<file path="src/rtl/rf_pkg.sv">
package rf_pkg;

  localparam int unsigned RF_DATA_W = 32;
  localparam int unsigned RF_NREGS  = 32;
  localparam int unsigned RF_NPORTS = 2;

  typedef enum logic [1:0] {
    SRC_ZERO   = 2'd0,
    SRC_STORED = 2'd1,
    SRC_BYPASS = 2'd2
  } rd_src_e;

endpackage

</file>
<file path="src/rtl/rf_storage.sv">
module rf_storage
  import rf_pkg::*;
#(
  parameter int unsigned DATA_W = RF_DATA_W,
  parameter int unsigned NREGS  = RF_NREGS,
  localparam int unsigned ADDR_W = $clog2(NREGS)
) (
  input  logic              clk,
  input  logic              rst,
  input  logic              wr_en,
  input  logic [ADDR_W-1:0] wr_addr,
  input  logic [DATA_W-1:0] wr_data,
  output logic [DATA_W-1:0] word_q [NREGS]
);

  // Word 0 has no flop; every other word is a separate enabled register
  for (genvar gi = 0; gi < NREGS; gi++) begin : g_word
    if (gi == 0) begin : g_zero
      assign word_q[gi] = '0;
    end else begin : g_live
      logic hit;
      assign hit = wr_en && (wr_addr == ADDR_W'(gi));

      always_ff @(posedge clk) begin
        if (rst) begin
          word_q[gi] <= '0;
        end else if (hit) begin
          word_q[gi] <= wr_data;
        end
      end

      // a cycle after reset is sampled, the word is clear
      assert_reset_clear_R1: assert property (@(posedge clk)
        $past(rst) |-> (word_q[gi] == '0));

      // a word untouched by an enabled write keeps its value
      assert_hold_R3: assert property (@(posedge clk) disable iff (rst)
        !(wr_en && (wr_addr == ADDR_W'(gi))) |=> $stable(word_q[gi]));
    end
  end

endmodule

</file>
<file path="src/rtl/rf_read_port.sv">
module rf_read_port
  import rf_pkg::*;
#(
  parameter int unsigned DATA_W = RF_DATA_W,
  parameter int unsigned NREGS  = RF_NREGS,
  localparam int unsigned ADDR_W = $clog2(NREGS)
) (
  input  logic [DATA_W-1:0] word_q [NREGS],
  input  logic [ADDR_W-1:0] rd_addr,
  input  logic              wr_en,
  input  logic [ADDR_W-1:0] wr_addr,
  input  logic [DATA_W-1:0] wr_data,
  output logic [DATA_W-1:0] rd_data
);

  rd_src_e src;

  always_comb begin
    if (rd_addr == '0) begin
      src = SRC_ZERO;
    end else if (wr_en && (wr_addr == rd_addr)) begin
      src = SRC_BYPASS;
    end else begin
      src = SRC_STORED;
    end
  end

  always_comb begin
    unique case (src)
      SRC_ZERO:   rd_data = '0;
      SRC_BYPASS: rd_data = wr_data;
      SRC_STORED: rd_data = word_q[rd_addr];
      default:    rd_data = '0;
    endcase
  end

endmodule

</file>
<file path="src/rtl/regfile_bypass.sv">
module regfile_bypass
  import rf_pkg::*;
#(
  parameter int unsigned DATA_W = RF_DATA_W,
  parameter int unsigned NREGS  = RF_NREGS,
  localparam int unsigned ADDR_W = $clog2(NREGS)
) (
  input  logic              clk,
  input  logic              rst,
  input  logic [ADDR_W-1:0] rd_addr_a,
  output logic [DATA_W-1:0] rd_data_a,
  input  logic [ADDR_W-1:0] rd_addr_b,
  output logic [DATA_W-1:0] rd_data_b,
  input  logic              wr_en,
  input  logic [ADDR_W-1:0] wr_addr,
  input  logic [DATA_W-1:0] wr_data
);

  localparam int unsigned NPORTS = RF_NPORTS;

  logic [DATA_W-1:0] word_q   [NREGS];
  logic [ADDR_W-1:0] port_adr [NPORTS];
  logic [DATA_W-1:0] port_dat [NPORTS];

  assign port_adr[0] = rd_addr_a;
  assign port_adr[1] = rd_addr_b;
  assign rd_data_a   = port_dat[0];
  assign rd_data_b   = port_dat[1];

  rf_storage #(.DATA_W(DATA_W), .NREGS(NREGS)) u_store (
    .clk     (clk),
    .rst     (rst),
    .wr_en   (wr_en),
    .wr_addr (wr_addr),
    .wr_data (wr_data),
    .word_q  (word_q)
  );

  for (genvar gp = 0; gp < NPORTS; gp++) begin : g_port
    rf_read_port #(.DATA_W(DATA_W), .NREGS(NREGS)) u_rd (
      .word_q  (word_q),
      .rd_addr (port_adr[gp]),
      .wr_en   (wr_en),
      .wr_addr (wr_addr),
      .wr_data (wr_data),
      .rd_data (port_dat[gp])
    );
  end

  // same-cycle bypass on port A
  assert_bypass_a_R4: assert property (@(posedge clk) disable iff (rst)
    (wr_en && (wr_addr != '0) && (rd_addr_a == wr_addr)) |-> (rd_data_a == wr_data));

  // same-cycle bypass on port B
  assert_bypass_b_R5: assert property (@(posedge clk) disable iff (rst)
    (wr_en && (wr_addr != '0) && (rd_addr_b == wr_addr)) |-> (rd_data_b == wr_data));

  // address zero reads zero on both ports
  assert_zero_read_R7: assert property (@(posedge clk) disable iff (rst)
    ((rd_addr_a == '0) |-> (rd_data_a == '0)) and ((rd_addr_b == '0) |-> (rd_data_b == '0)));

  // a committed write is returned by a read of that address one cycle later
  assert_write_lands_R2: assert property (@(posedge clk) disable iff (rst)
    (!$past(rst) && $past(wr_en) && ($past(wr_addr) != '0) &&
     (rd_addr_a == $past(wr_addr)) && !(wr_en && (wr_addr == rd_addr_a)))
    |-> (rd_data_a == $past(wr_data)));

endmodule

</file>
<file path="config.mk">
export PLATFORM = sky130hd
export DESIGN_NAME = regfile_bypass
export DESIGN_NICKNAME = d
export VERILOG_FILES = /design/src/rtl/rf_pkg.sv /design/src/rtl/rf_storage.sv /design/src/rtl/rf_read_port.sv /design/src/rtl/regfile_bypass.sv
export SDC_FILE = /design/constraint.sdc
export NUM_CORES = 2
export LEC_CHECK = 0
export BUFFER_PORTS_ARGS = -buffer_cell sky130_fd_sc_hd__clkbuf_2
export CORE_UTILIZATION = 40
export DETAILED_ROUTE_END_ITERATION = 7
export SLEW_MARGIN = 20
export SYNTH_ARGS = -nofsm -noshare
export SYNTH_HDL_FRONTEND = slang
export SYNTH_SLANG_ARGS = --single-unit
</file>
<file path="constraint.sdc">
create_clock -name clk -period 9.75 [get_ports clk]
set_clock_uncertainty 0.2 [all_clocks]
set_input_delay 2.925 -clock clk [delete_from_list [all_inputs] [get_ports clk]]
set_output_delay 2.925 -clock clk [all_outputs]
set_load 0.01 [all_outputs]
</file>
==> metrics.md <==
| Metric | Value |
|---|---|
| Die Wd | 360 um |
| Average routed wire per standard cell | 27.1 um |
| Vias in the first global route | 43800 |
| Biggest register | u_store.word_q |
| Global-route wire length before repair | 298000 um |
| Lkg Pwr | 18.5 nW |
| Core footprint | 126000 um2 |
| Largest area contributor in the netlist | dfxtp_1 |
| DRT iter0 DRCs | 6211 |
| Reg2reg end | u_store.word_q[969] |
| Area fraction of the dominant cell type after synthesis | 0.388 |
| EDFF count, synth | 0 |
| PD cells | 162 nW/um2 |
| Sink Count | 992 |
| RR Startpoint | u_store.word_q[969] |
| Synth Net Count | 6093 |
| CP endpoint kind | output pin |
| Fin. Hold Viols | 0 |
| Hold Path Class | flop to flop |
| Req. time, crit path | 6.63 ns |
| Startpoint types | primary input |
| Post-CTS Resized | 0 |
| HPWL after detailed placement | 121000 um |
| FMAX | 112 MHz |
| Setup-failing EPs final | 0 |
| Hold Path End | u_store.word_q[84] |
| Reg2reg path depth | 2 |
| Clock Latency Late Sink | 0.71 ns |
| Largest net degree at the start of global routing | 194 |
| Synth unique cells | 48 |
| R2r setup slk | 8.81 ns |
| IO Pins | 114 |
| Post-route setup slack | 0.824 ns |
| Crit path kind | primary input to output pin |
| Tcrit/Tclk final | 0.916 |
| Post-synthesis async set-or-reset flop share | 0 |
| VDD IR-drop max | 0.129 mV |
| Commonest cells post-synth | 2113 x nand2_1, 1076 x a21oi_1, 992 x dfxtp_1 |
| Post-DRT Antenna Nets | 0 |
| Sequential area share after synthesis | 0.388 |
| Status | complete, no violations |
| Post-synthesis cell area | 51200 um2 |
| Gr usage total | 0.305 |
| Synthesis Warnings | 0 |
| Largest register FFs | 992 |
| Most common cell in the netlist | nand2_1 |
| Hold Slack | 0.263 ns |
| FP Rows | 130 |
| DRT Pass-1 Iters | 6 |
| Post-Route WL | 203000 um |
| Post-Syn Area per Cell | 8.48 um2 |
| Flops & latches, synth | 992 |
| RSZ-0062 raised after global routing | no |
| Vias per cell | 6.25 |
| Placed Cells | 7312 |
| Setup bufs post-CTS | 0 |
| DIE AREA | 130000 um2 |
| CTS tree | built |
| H-tree levels | 3 |
| Worst-path clk slew | 0.06 ns |
| Crit path DAT | 5.80 ns |
| Layout cells sized above 1 | 0.171 |
| Worst-path fanout max | 42 |
| Slew Limit Fails | 0 |
| Final net count | 5818 |
| Max_slew headroom | 0.198 |
| Final TNS setup | 0 ns |
| GPL Wtd Cong | 0.886 |
| Worst-Margin Slew | 1.20 ns |
| Ys flop type | dfxtp_1 |
| Worst Hold Launch | u_store.word_q[84] |
| I/O Buffers | 113 |
| Synth top area cells | dfxtp_1 39%, mux4_2 17%, nand2_1 15% |
| Placement Setup Slack | 0.908 ns |
| Layout Utilization | 0.447 |
| Starting Density | 0.405 |
| Biggest regs | u_store.word_q: 992 flops |
| WHS Path Cells | 2 |
| Via count | 46900 |
| Tmin final | 8.93 ns |
| Finished Layout Cells | 7502 |
| Root Buffer | clkbuf_16 |
| Antenna cell count | 0 |
| Hold_buf cts | 0 |
| Post-Synthesis Cells | 6043 |
| Chip height | 360 um |
| Drc violations | 0 |
| Area delta synth->final | 10.3% |
| Max Root-Sink Buffers | 3 |
| Clock buffer count from CTS | 104 |
| Max-cap viol count | 0 |
| Initial antenna violation count | 1 |
| GRT overflow | 0 |
## routing by layer
layer | track usage | up-vias | share of wire
met5 | 0 | - | 0.000054
met4 | 0.127 | 2 | 0.042
met3 | 0.0781 | 520 | 0.12
met2 | 0.459 | 2840 | 0.44
met1 | 0.415 | 23000 | 0.40
li1 | - | 20500 | -
## critical path: stages
cell	delay [ns]
buf_8	0.41
buf_12	0.28
buf_4	0.33
mux4_2	0.57
nand2_1	0.09
nand3_1	0.20
a31oi_1	0.56
o31ai_1	0.18
clkbuf_2	0.19
## cell type report
cell class                 instances  area (um2)
tap                             1650        2060
fill                           12000       69800
multi-input combinational       4387       28900
inverter                           4        15.0
sequential                       992       19900
timing repair buffer             279        2160
clock inverter                    44         480
clock buffer                     146        3070
## worst max path at each step
stage	slack (ns)	endpoint	startpoint	cells past startpoint
after floorplan	2.02	rd_data_b[31]	rd_addr_b[1]	7
after global placement	0.59	rd_data_a[31]	rd_addr_a[0]	9
after detailed placement	0.91	rd_data_a[31]	rd_addr_a[0]	9
after CTS	0.90	rd_data_a[31]	rd_addr_a[0]	9
after global routing	0.82	rd_data_a[31]	rd_addr_a[0]	9
final	0.82	rd_data_b[23]	rd_addr_b[0]	9
## power by group
group          switching, mW  internal (mW)
logic                  0.624          0.250
clock network           1.80           2.41
registers             0.0225           4.08
## logic make-up after synthesis
| logic type | after synthesis | synth area share |
|---|---|---|
| compound gates | 1367 | 0.152 |
| xor+xnor | 10 | 0.00171 |
| buf+inv | 664 | 0.0560 |
| flops | 992 | 0.388 |
| mux | 613 | 0.218 |
| simple gates | 2397 | 0.184 |
## cells in the final DEF, fill, tap and decap left out, types with 27 or more instances in the layout
cell type | netlist | routed
nor2_1 | 84 | 72
mux2i_1 | 151 | 151
clkbuf_16 | 0 | 104
o221ai_1 | 52 | 52
nor2b_1 | 70 | 67
a211o_1 | 28 | 28
a31oi_1 | 28 | 28
mux4_2 | 393 | 393
a211oi_1 | 30 | 30
clkbuf_8 | 0 | 33
a221oi_1 | 63 | 63
dfxtp_1 | 992 | 992
a221o_1 | 31 | 31
mux2_2 | 66 | 66
buf_4 | 23 | 146
o31ai_1 | 27 | 27
clkbuf_2 | 29 | 103
nor3_1 | 43 | 33
nand3_1 | 29 | 29
nand2_1 | 2113 | 2084
a21oi_1 | 1076 | 1076
## through the flow
stage,instance area [um2],total power [mW]
after global placement,52900,5.04
after global routing,56500,9.40
final,56500,9.18
after floorplan,51200,4.72
after CTS,56500,9.17
after detailed placement,53000,5.04
(Power assumes the default switching activity.)
